## src/rtl/tdlpd_pkg.sv

```systemverilog
package tdlpd_pkg;

  // Decoded position of the level change in one registered sample set
  typedef struct packed {
    logic any;    // at least one adjacent pair differs
    logic one;    // exactly one adjacent pair differs
    logic early;  // first change sits before the middle pair
    logic late;   // first change sits after the middle pair
  } loc_t;

endpackage

```

## src/rtl/tdlpd_capture.sv

```systemverilog
module tdlpd_capture #(
  parameter int NTAPS = 8
) (
  input  logic             clk,
  input  logic             rst_n,
  input  logic [NTAPS-1:0] taps_i,
  output logic [NTAPS-1:0] taps_q
);

  logic [NTAPS-1:0] taps_d;

  always_comb begin
    taps_d = taps_i;
  end

  always_ff @(posedge clk or negedge rst_n) begin
    if (!rst_n) begin
      taps_q <= '0;
    end else begin
      taps_q <= taps_d;
    end
  end

endmodule

```

## src/rtl/tdlpd_locate.sv

```systemverilog
module tdlpd_locate
  import tdlpd_pkg::*;
#(
  parameter int NTAPS = 8
) (
  input  logic [NTAPS-1:0] taps,
  output loc_t             res
);

  localparam int NPAIR = NTAPS - 1;
  localparam int CTR   = NTAPS / 2 - 1;
  localparam int IW    = $clog2(NTAPS);

  logic [NPAIR-1:0] diff;
  logic [IW-1:0]    first;

  genvar g;
  generate
    for (g = 0; g < NPAIR; g++) begin : g_pair
      assign diff[g] = taps[g] ^ taps[g+1];
    end
  endgenerate

  // lowest differing pair index, scanned from the top so the lowest wins
  always_comb begin
    first = '0;
    for (int i = NPAIR - 1; i >= 0; i--) begin
      if (diff[i]) first = IW'(i);
    end
  end

  always_comb begin
    res.any   = |diff;
    res.one   = res.any && ((diff & (diff - 1'b1)) == '0);
    res.early = res.any && (first < IW'(CTR));
    res.late  = res.any && (first > IW'(CTR));
  end

endmodule

```

## src/rtl/tdlpd_steer.sv

```systemverilog
module tdlpd_steer
  import tdlpd_pkg::*;
#(
  parameter int IDLE_LIMIT = 5
) (
  input  logic clk,
  input  logic rst_n,
  input  loc_t res,
  output logic up_o,
  output logic dn_o,
  output logic edge_seen_o,
  output logic glitch_o,
  output logic idle_o
);

  localparam int SAT = IDLE_LIMIT + 1;
  localparam int CW  = $clog2(IDLE_LIMIT + 2);

  logic [CW-1:0] run_q, run_d;
  logic          up_d, dn_d, edge_d, glitch_d, idle_d;

  always_comb begin
    up_d     = res.one && res.early;
    dn_d     = res.one && res.late;
    edge_d   = res.one;
    glitch_d = res.any && !res.one;
    if (res.any) begin
      run_d = '0;
    end else if (run_q == CW'(SAT)) begin
      run_d = run_q;
    end else begin
      run_d = run_q + 1'b1;
    end
    idle_d = run_d > CW'(IDLE_LIMIT);
  end

  always_ff @(posedge clk or negedge rst_n) begin
    if (!rst_n) begin
      up_o        <= 1'b0;
      dn_o        <= 1'b0;
      edge_seen_o <= 1'b0;
      glitch_o    <= 1'b0;
      idle_o      <= 1'b0;
      run_q       <= '0;
    end else begin
      up_o        <= up_d;
      dn_o        <= dn_d;
      edge_seen_o <= edge_d;
      glitch_o    <= glitch_d;
      idle_o      <= idle_d;
      run_q       <= run_d;
    end
  end

  p_no_both_r8: assert property (@(posedge clk) disable iff (!rst_n)
    !(up_o && dn_o));

  p_corr_has_edge_r4: assert property (@(posedge clk) disable iff (!rst_n)
    (up_o || dn_o) |-> edge_seen_o);

  p_glitch_quiet_r7: assert property (@(posedge clk) disable iff (!rst_n)
    glitch_o |-> (!up_o && !dn_o && !edge_seen_o));

  p_activity_clears_r9: assert property (@(posedge clk) disable iff (!rst_n)
    (edge_seen_o || glitch_o) |-> !idle_o);

  p_idle_rise_silent_r9: assert property (@(posedge clk) disable iff (!rst_n)
    $rose(idle_o) |-> (!edge_seen_o && !glitch_o));

endmodule

```

## src/rtl/tdlpd_retime.sv

```systemverilog
module tdlpd_retime #(
  parameter int ALIGN = 2
) (
  input  logic clk,
  input  logic rst_n,
  input  logic mid_tap,
  output logic rdata_o,
  output logic rvalid_o
);

  logic             neg_bit, neg_ok;
  logic [ALIGN-1:0] dat_q, val_q, dat_d, val_d;

  // mid-bit sample, opposite edge to the phase-locked rising edge
  always_ff @(negedge clk or negedge rst_n) begin
    if (!rst_n) begin
      neg_bit <= 1'b0;
      neg_ok  <= 1'b0;
    end else begin
      neg_bit <= mid_tap;
      neg_ok  <= 1'b1;
    end
  end

  generate
    if (ALIGN == 1) begin : g_one
      always_comb begin
        dat_d = neg_bit;
        val_d = neg_ok;
      end
    end else begin : g_many
      always_comb begin
        dat_d = {dat_q[ALIGN-2:0], neg_bit};
        val_d = {val_q[ALIGN-2:0], neg_ok};
      end
    end
  endgenerate

  always_ff @(posedge clk or negedge rst_n) begin
    if (!rst_n) begin
      dat_q <= '0;
      val_q <= '0;
    end else begin
      dat_q <= dat_d;
      val_q <= val_d;
    end
  end

  assign rdata_o  = dat_q[ALIGN-1];
  assign rvalid_o = val_q[ALIGN-1];

  p_valid_sticky_r10: assert property (@(posedge clk) disable iff (!rst_n)
    rvalid_o |=> rvalid_o);

endmodule

```

## src/rtl/tdl_phase_detector.sv

```systemverilog
module tdl_phase_detector
  import tdlpd_pkg::*;
#(
  parameter int NTAPS      = 8,
  parameter int IDLE_LIMIT = 5
) (
  input  logic             clk,
  input  logic             rst_n,
  input  logic [NTAPS-1:0] taps_i,
  output logic             up_o,
  output logic             dn_o,
  output logic             edge_seen_o,
  output logic             glitch_o,
  output logic             idle_o,
  output logic             rdata_o,
  output logic             rvalid_o
);

  localparam int MID = NTAPS / 2;

  logic [NTAPS-1:0] taps_q;
  loc_t             loc;

  tdlpd_capture #(.NTAPS(NTAPS)) u_capture (
    .clk    (clk),
    .rst_n  (rst_n),
    .taps_i (taps_i),
    .taps_q (taps_q)
  );

  tdlpd_locate #(.NTAPS(NTAPS)) u_locate (
    .taps (taps_q),
    .res  (loc)
  );

  tdlpd_steer #(.IDLE_LIMIT(IDLE_LIMIT)) u_steer (
    .clk         (clk),
    .rst_n       (rst_n),
    .res         (loc),
    .up_o        (up_o),
    .dn_o        (dn_o),
    .edge_seen_o (edge_seen_o),
    .glitch_o    (glitch_o),
    .idle_o      (idle_o)
  );

  tdlpd_retime #(.ALIGN(2)) u_retime (
    .clk      (clk),
    .rst_n    (rst_n),
    .mid_tap  (taps_i[MID]),
    .rdata_o  (rdata_o),
    .rvalid_o (rvalid_o)
  );

endmodule

```

## config.mk

```make
export PLATFORM = sky130hd
export DESIGN_NAME = tdl_phase_detector
export DESIGN_NICKNAME = d
export VERILOG_FILES = /design/src/rtl/tdlpd_pkg.sv /design/src/rtl/tdlpd_capture.sv /design/src/rtl/tdlpd_locate.sv /design/src/rtl/tdlpd_steer.sv /design/src/rtl/tdlpd_retime.sv /design/src/rtl/tdl_phase_detector.sv
export SDC_FILE = /design/constraint.sdc
export NUM_CORES = 1
export LEC_CHECK = 0
export BUFFER_PORTS_ARGS = -buffer_cell sky130_fd_sc_hd__buf_2
export CORE_ASPECT_RATIO = 0.6
export CORE_MARGIN = 1
export CORE_UTILIZATION = 25
export DETAILED_ROUTE_END_ITERATION = 10
export PLACE_DENSITY_LB_ADDON = 0.08
export SYNTH_ARGS = -nofsm -noshare
export SYNTH_HDL_FRONTEND = slang
export SYNTH_HIERARCHICAL = 1
export SYNTH_SLANG_ARGS = --single-unit
```

## constraint.sdc

```tcl
create_clock -name clk -period 2.7 [get_ports clk]
set_input_delay 0.54 -clock clk [delete_from_list [all_inputs] [get_ports clk]]
set_output_delay 0.54 -clock clk [all_outputs]
set_load 0.02 [all_outputs]
```

==> results of run 1 <==
==> cells by family after synthesis <==
group                    after synthesis
multiplexers                           3
flip-flops                            22
buffers and inverters                  3
other                                  1
AND/OR/NAND/NOR                       23
AO/OA/AOI/OAI                         13
adder cells (fa/ha/maj)                2
==> how the worst max path moves through the flow <==
stage | endpoint | slack [ns]
after global placement | u_retime/neg_bit | 0.55
after global routing | u_steer/up_o | 0.80
after floorplan | u_retime/neg_bit | 0.67
after CTS | u_retime/neg_bit | 0.84
final | u_retime/neg_bit | 0.84
after detailed placement | u_retime/neg_bit | 0.55
==> state kept, by name, summed over array words and instances (netlist names) <==
| signal | cells |
|---|---|
| u_steer/dn_o | 1 |
| u_retime/neg_ok | 1 |
| u_retime/neg_bit | 1 |
| u_capture/taps_q | 8 |
| u_steer/up_o | 1 |
| u_steer/edge_seen_o | 1 |
| u_steer/glitch_o | 1 |
| u_steer/run_q | 3 |
| u_retime/dat_q | 2 |
| u_steer/idle_o | 1 |
| u_retime/val_q | 2 |
==> per-stage QoR <==
step	cell area [sq um]	hold WS (ns)
final	1060	0.330
after global routing	1060	0.349
after CTS	1060	0.332
after detailed placement	985	0.335
after global placement	985	0.338
after floorplan	845	0.244
==> area by class of cell <==
| class | count | area share |
|---|---|---|
| sequential | 22 | 0.521 |
| tap | 42 | 0.0498 |
| inverter | 3 | 0.0107 |
| clock buffer | 3 | 0.0391 |
| multi-input combinational | 42 | 0.268 |
| clock inverter | 1 | 0.0284 |
| timing repair buffer | 17 | 0.0829 |
==> cell usage in the layout, fill, tap and decap left out <==
master,netlist,routed
a22oi_1,1,1
and4_2,1,1
and2_2,1,1
mux2i_1,3,3
nand3_1,2,2
buf_4,0,1
or3b_2,1,1
conb_1,1,1
o21ai_0,3,3
buf_2,0,16
or4_4,1,1
inv_1,3,3
a31oi_1,1,1
dfrtn_1,2,2
a211oi_1,1,1
nor2b_1,2,2
a21o_2,2,2
o211ai_1,1,1
bufinv_16,0,1
and3b_2,1,1
or4b_1,1,1
o2bb2ai_1,1,1
nand4_1,1,1
a21oi_1,2,2
nor3_1,1,1
nand2_1,6,6
dfrtp_1,20,20
and2_1,2,2
nor2_1,3,3
o22ai_1,1,1
clkbuf_8,0,3
ha_1,2,2
==> power by group <==
part	internal, uW	switching [uW]
clock network	198	107
registers	342	9.02
logic	15.0	21.3
total	555	137
==> per-layer routing <==
layer	track usage	part of all wire	vias up
met5	0	0	-
met4	0.0226	0	0
met3	0.0408	0.062	0
met2	0.136	0.38	17
met1	0.140	0.56	243
li1	-	-	275
==> impl_metrics.ini, run 1 <==
[outcome]
status = finished, final reports clean

[setup_path]
critical_path_cell_count = 1
slowest_stage = buf_2
reg2reg_from = u_retime/neg_ok
regToRegSetupSlack_ns = 0.89
arrival_ns = 0.64
critPathKind = primary input to register
r2r_cells = 0
cpPeakStageDelay_ns = 0.10
worstPathRequired_ns = 1.48
crit_path_end_kind = register
cp_max_fo = 2
r2r-end = u_retime/val_q[0]
worstSetupStartpoint = taps_i[4]
cp_num_buf_inv = 1
cp_cell_sequence = buf_2
cp-start-kind = primary input
cp_top_family = buffers and inverters

[clock_network]
cts_resized = 0
clkTransAtPathRegs_ns = 0.08
hold_buffers = 0
cts.htree.levels = 1
cts_tree = yes
cts_buffers = 3
clk_latency_ns = 0.27
root_buffer = clkbuf_8
cts_setup_buffers = 0
clock_sinks = 22
clockBufferDepth = 2

[logic_synthesis]
synth-simple-area-share = 0.163
syn_area_sq_um = 845
synth_top_cell_by_area = dfrtp_1
syn_inst = 67
muxShareOfSynthArea = 0.0356
synth_compound_area_frac = 0.102
ys_seq_area_frac = 0.652
postSynthAreaPerCell_sq_um = 12.6
synthMostInstantiatedCell = dfrtp_1
synthXorXnorAreaFrac = 0
synth_common_cells = dfrtp_1 (20), nand2_1 (6)
yosysUniqueCellTypes = 28
synth_top_family_by_area = simple AND/OR/NAND/NOR gates
yosys.area.top_type_share = 0.593
synth_seq_cells = 22
synthArstFlopShare = 1.00
ys_warn_count = 6
synth_edf_count = 0
synth.area.top_cells = dfrtp_1 (59%), dfrtn_1 (5.9%), mux2i_1 (3.6%)
synth_fa_ha_area_frac = 0.0296
syn-num-nets = 79
ys.flop_type = dfrtp_1

[detailed_routing]
drt_iter0_markers = 22
vias = 535
drc = 0
wl_per_cell_microns = 11.4
firstDrtPassIters = 4
antenna_left = 0
wl_microns = 1480
viasPerCell = 4.12

[grt]
grt_util_all_layers = 0.0976
grt_pass1_vias = 516
grt_pass1_wl_microns = 2560
antenna_found_initial = 0
grt-ovfl-total = 0
grt_start_max_net_pins = 21

[timing]
rsz0062_at_grt = false
setup_viol = 0
skew_ns = 0.0135
final-hold-violation-count = 0
setup_tns_ns = 0
slew_viol_final = 0
setup_ws_ns = 0.836

[floorplanning]
start_util = 0.278
die_y_microns = 47.0
fp.dieW_microns = 77.0
design.core.area_sq_um = 3040
rows = 15
die_area_sq_um = 3620
io_pins = 17

[flow_run]
max-cap-violations = 0

[layout]
diodes = 0
fill_cells = 317
syn_to_final_growth_pct = 25.0
final_cell_count_no_fill = 130
final_core_util = 0.347
fin_nets = 101
layout-drive-gt1-share = 0.318
ff_latch_area_sq_um = 551
multiInputGateArea_sq_um = 283

[power_and_ir_drop]
finalPower_uw = 692
vdd_drop_max_mv = 0.208
power_density_nw_per_um2 = 655
p_leak_uw = 0.000501

[hold_path]
hp-class = primary input to asynchronous set/reset pin

[place]
routabilityCongestion = 0.682
port-buffer-count = 16
dp_cells = 126
hpwl_microns = 1090
dp_slack_ns = 0.548
No activity file was read; power rests on OpenSTA's default activity.
==> run 2, diff against run 1 <==
Clock period 2.7 ns to 1.8 ns, I/O delays scaled along.
==> run 2 against run 1 <==
Net effect: clock power increased by 49%; clock skew about the same; utilization increased by 0.45 points; combinational power increased by 60%; count of clock-buffer cells in the layout unchanged; worst hold slack got worse by 0.19 ns; sequential share of layout area decreased by 0.67 points; final cell count increased by 0.77%; critical path depth increased by 4.
==> impl_metrics.ini, run 2 (synthesis results as in run 1) <==
[outcome]
status = finished, final reports clean

[setup_path]
cp_max_fo = 7
crit_path_end_kind = register
arrival_ns = 1.90
cp_cell_sequence = or4_4 -> mux2i_1 -> o22ai_1 -> o2bb2ai_2 -> and2_1
slowest_stage = or4_4
worstPathRequired_ns = 2.00
critPathKind = register to register
cpPeakStageDelay_ns = 0.56
cp-start-kind = register

[layout]
diodes = 0
top_register = u_capture/taps_q
reg.largest.list = u_capture/taps_q (8), u_steer/run_q (3)
final_cell_mix = dfrtp_1 (20), buf_2 (16), nand2_1 (6)
largest_register_ffs = 8
fin_nets = 102
syn_to_final_growth_pct = 26.7
fill_cells = 310
layout-drive-gt1-share = 0.337
final_common_cell = dfrtp_1

[timing]
slew_viol_final = 0
hold_ws_ns = 0.136
setup_viol = 0
final-hold-violation-count = 0
skew_ns = 0.0137
fmax_ghz = 0.589
rsz0062_at_grt = false
setup_tns_ns = 0
post-route-min-period_ns = 1.70
min_period_over_period = 0.943

[floorplanning]
rows = 15
fp.dieW_microns = 77.0
die_area_sq_um = 3620
start_util = 0.278
io_pins = 17
design.core.area_sq_um = 3040
die_y_microns = 47.0

[clock_network]
root_buffer = clkbuf_8
clkTransAtPathRegs_ns = 0.08
clk_latency_ns = 0.27
clockBufferDepth = 2
cts.htree.levels = 1
cts_tree = yes
cts_buffers = 3
clock_sinks = 22
hold_buffers = 0

[power_and_ir_drop]
vdd_drop_max_mv = 0.339
pwr-share-comb = 0.056
power.switching_uw = 202
finalPower_uw = 1040
sequentialPowerShare = 0.507
p_leak_uw = 0.000508
power_density_nw_per_um2 = 969
p_sw_frac = 0.195
clkPwrFrac = 0.437
intPower_uw = 834

[grt]
grt_util_all_layers = 0.0963
grt-ovfl-total = 0
grt_start_max_net_pins = 21
grt_pass1_wl_microns = 2430
grt_pass1_vias = 507
antenna_found_initial = 0

[detailed_routing]
antenna_left = 0
wl_microns = 1460
vias = 544
viasPerCell = 4.15
firstDrtPassIters = 4
wl_per_cell_microns = 11.2
drt_iter0_markers = 28
drc = 0

[hold_path]
hp-class = primary input to asynchronous set/reset pin

[place]
routabilityCongestion = 0.730
hpwl_microns = 1090
port-buffer-count = 16

[flow_run]
max-cap-violations = 0
[run 2: cell types whose count changed in the layout (fill, tap and decap cells not counted), sizes merged]
cell  before  now
buf       17   18
[run 2: per-layer routing]
metal / global-route usage / up-vias / share of wire
met2: 0.130 / 16 / 0.37
met1: 0.128 / 248 / 0.55
met5: 0 / - / 0
met3: 0.0485 / 2 / 0.074
met4: 0.0453 / 0 / 0.0055
li1: - / 278 / -
[run 2: what timing repair did]
item / CTS / global route
hold endpoints to repair: 0 / 0
setup buffers: 0 / 0
gates resized for setup: 0 / 1
setup endpoints to repair: 0 / 2
[run 2: power by group through the flow]
stage | Clock (uW) | Combinational [uW] | Sequential [uW]
3_5_place_dp | 0 | 58.8 | 535
3_3_place_gp | 0 | 58.8 | 535
4_1_cts | 468 | 58.7 | 525
5_1_grt | 491 | 66.2 | 528
6_report | 453 | 58.2 | 525
2_1_floorplan | 0 | 18.8 | 539
[run 2: final timing paths]
| kind | from | end | slack (ns) | cells after the start |
|---|---|---|---|---|
| max | u_capture/taps_q[1] | u_steer/dn_o | 0.10 | 5 |
| min | rst_n | u_steer/glitch_o | 0.14 | 2 |
| max reg2reg | u_capture/taps_q[1] | u_steer/dn_o | 0.10 | 5 |
| min reg2reg | u_retime/val_q[0] | u_retime/val_q[1] | 0.35 | 0 |
| max in group asynchronous | rst_n | u_retime/neg_ok | 0.97 | 1 |
| min in group clk | taps_i[2] | u_capture/taps_q[2] | 0.20 | 1 |
[run 2: cell type report]
cell class / count / area, sq um / area share
sequential: 22 / 551 / 0.515
multi-input combinational: 42 / 289 / 0.270
timing repair buffer: 18 / 95.1 / 0.0889
tap: 42 / 52.6 / 0.0491
clock buffer: 3 / 41.3 / 0.0386
clock inverter: 1 / 30.0 / 0.0281
inverter: 3 / 11.3 / 0.0105
[run 2: stage by stage]
step	setup WS, ns	instance area [sq um]	util	std cells
after global routing	0.00885	1070	0.352	131
after floorplan	0.182	845	-	67
after CTS	0.0707	1060	0.350	131
after global placement	0.132	992	0.326	127
after detailed placement	0.0843	992	0.326	127
final	0.103	1070	0.352	131
[run 2: critical path, delay by kind of cell (launching register included)]
family,cells,cell delay [ns]
AO/OA/AOI/OAI,2,0.33
flip-flops,1,0.45
multiplexers,1,0.14
AND/OR/NAND/NOR,2,0.72
==> run 3, diff against run 2 <==
Settings changed: ABC_AREA from default to 1.
==> run 3 against run 2 <==
Net effect: clock power increased by 4%; synthesized cell count grew 69%; critical path depth fell by 3; global-route usage increased by 0.73 points; final area grew 12%; flip-flop and latch count did not move; combinational power increased by 67%; worst hold slack improved by 0.056 ns; count of clock-buffer cells in the layout unchanged.
==> impl_metrics.ini, run 3 <==
[detailed_routing]
drc = 0
vias = 692
viasPerCell = 3.80
wl_microns = 1770
drt_iter0_markers = 24
firstDrtPassIters = 4
antenna_left = 0
wl_per_cell_microns = 9.71

[hold_path]
hp-class = primary input to register

[layout]
top_register = u_capture/taps_q
multiInputGateArea_sq_um = 350
ff_latch_area_sq_um = 551
fill_cells = 395
diodes = 0
final_cell_count_no_fill = 182
layout-drive-gt1-share = 0.281
final_core_util = 0.325
fin_nets = 148
syn_to_final_growth_pct = 23.5
final_common_cell = nand2_1
reg.largest.list = u_capture/taps_q (8), u_steer/run_q (3)
largest_register_ffs = 8
final_cell_mix = nand2_1 (44), dfrtp_1 (20), buf_2 (16)

[timing]
final-hold-violation-count = 0
rsz0062_at_grt = false
skew_ns = 0.0120
setup_tns_ns = 0
setup_viol = 0
setup_ws_ns = 0.369
slew_viol_final = 0
hold_ws_ns = 0.193

[setup_path]
cp_num_buf_inv = 2
slowest_stage = dlygate4sd3_1
cpPeakStageDelay_ns = 0.52
cp_max_fo = 7
worstPathRequired_ns = 1.46
arrival_ns = 1.09
critPathKind = primary input to asynchronous set/reset pin
crit_path_end_kind = asynchronous set/reset pin
cp-start-kind = primary input
cp_top_family = buffers and inverters
cp_cell_sequence = dlygate4sd3_1 -> buf_2

[logic_synthesis]
synth.area.top_cells = dfrtp_1 (52%), nand2_1 (17%), inv_1 (5.4%)
synthMostInstantiatedCell = nand2_1
synth_edf_count = 0
syn_area_sq_um = 968
synthArstFlopShare = 1.00
synth_seq_cells = 22
yosysUniqueCellTypes = 16
yosys.area.top_type_share = 0.517
ys_warn_count = 6
syn_inst = 113
ys_seq_area_frac = 0.568
synth_common_cells = nand2_1 (44), dfrtp_1 (20), inv_1 (14), nand2_2 (7), nor2_1 (5)
syn-num-nets = 125
synth_top_cell_by_area = dfrtp_1
ys.flop_type = dfrtp_1
postSynthAreaPerCell_sq_um = 8.57

[floorplanning]
design.core.area_sq_um = 3680
die_area_sq_um = 4130
die_y_microns = 50.2
fp.dieW_microns = 82.4
io_pins = 17
start_util = 0.263
rows = 17

[clock_network]
clock_sinks = 22
cts_tree = yes
clk_latency_ns = 0.27
cts_setup_buffers = 0
cts.htree.levels = 1
clkTransAtPathRegs_ns = 0.09
clockBufferDepth = 2
cts_buffers = 3
root_buffer = clkbuf_8

[flow_run]
max-cap-violations = 0

[power_and_ir_drop]
vdd_drop_max_mv = 0.270
power_density_nw_per_um2 = 911
p_leak_uw = 0.000670

[grt]
grt-ovfl-total = 0
grt_pass1_vias = 645
grt_pass1_wl_microns = 3000
grt_start_max_net_pins = 17
antenna_found_initial = 0
grt_util_all_layers = 0.104

[place]
hpwl_microns = 1360
dp_cells = 177
port-buffer-count = 16
routabilityCongestion = 0.700
dp_slack_ns = 0.281

[outcome]
status = finished, final reports clean
## run 3: layout make-up
| class | instances | area share |
|---|---|---|
| multi-input cells | 73 | 0.293 |
| clock inverters | 1 | 0.0251 |
| inverters | 18 | 0.0565 |
| clock buffers | 3 | 0.0345 |
| well taps | 47 | 0.0492 |
| repair buffers | 18 | 0.0816 |
| flip-flops and latches | 22 | 0.460 |
## run 3: through the flow
step	power (uW)	instance area (sq um)
after global routing	1150	1200
after floorplan	592	968
after global placement	628	1110
after CTS	1110	1200
after detailed placement	630	1110
final	1090	1200
## run 3: report_power, final
part           total, uW  leakage, uW  internal, uW  switching, uW
Clock                470    0.0000357           297            173
Sequential           522     0.000270           512           10.9
Combinational       97.1     0.000365          34.5           62.6
## run 3: cell families (layout without fill, tap and decap cells)
logic type | count (synthesis) | after routing | share of synthesized area
simple gates | 67 | 67 | 0.317
flops | 22 | 22 | 0.568
buf+inv | 18 | 40 | 0.0698
compound gates | 3 | 3 | 0.0155
fa+ha+maj | 2 | 2 | 0.0258
other cells | 1 | 1 | 0.00387
## run 3: repair_timing
| item | CTS | global route |
|---|---|---|
| hold endpoints to repair | 4 | 0 |
| gates resized for setup | 0 | 0 |
| endpoints found under the setup margin | 0 | 0 |
| hold buffers | 1 | 0 |
## run 3: final timing paths
path	start	to	slack (ns)	depth (start not counted)
setup reg to reg	u_capture/taps_q[2]	u_steer/up_o	0.43	11
hold reg to reg	u_retime/val_q[0]	u_retime/val_q[1]	0.35	0
max in group clk	u_capture/taps_q[2]	u_steer/up_o	0.43	11
setup / recovery	rst_n	u_retime/neg_ok	0.37	2
min in group asynchronous	rst_n	u_capture/taps_q[4]	0.46	2
hold / removal	taps_i[1]	u_capture/taps_q[1]	0.19	1
## run 3: routing by layer
metal,track usage,share of wire
met1,0.143,0.55
met2,0.143,0.39
met3,0.0491,0.059
met4,0.0263,0
met5,0,0
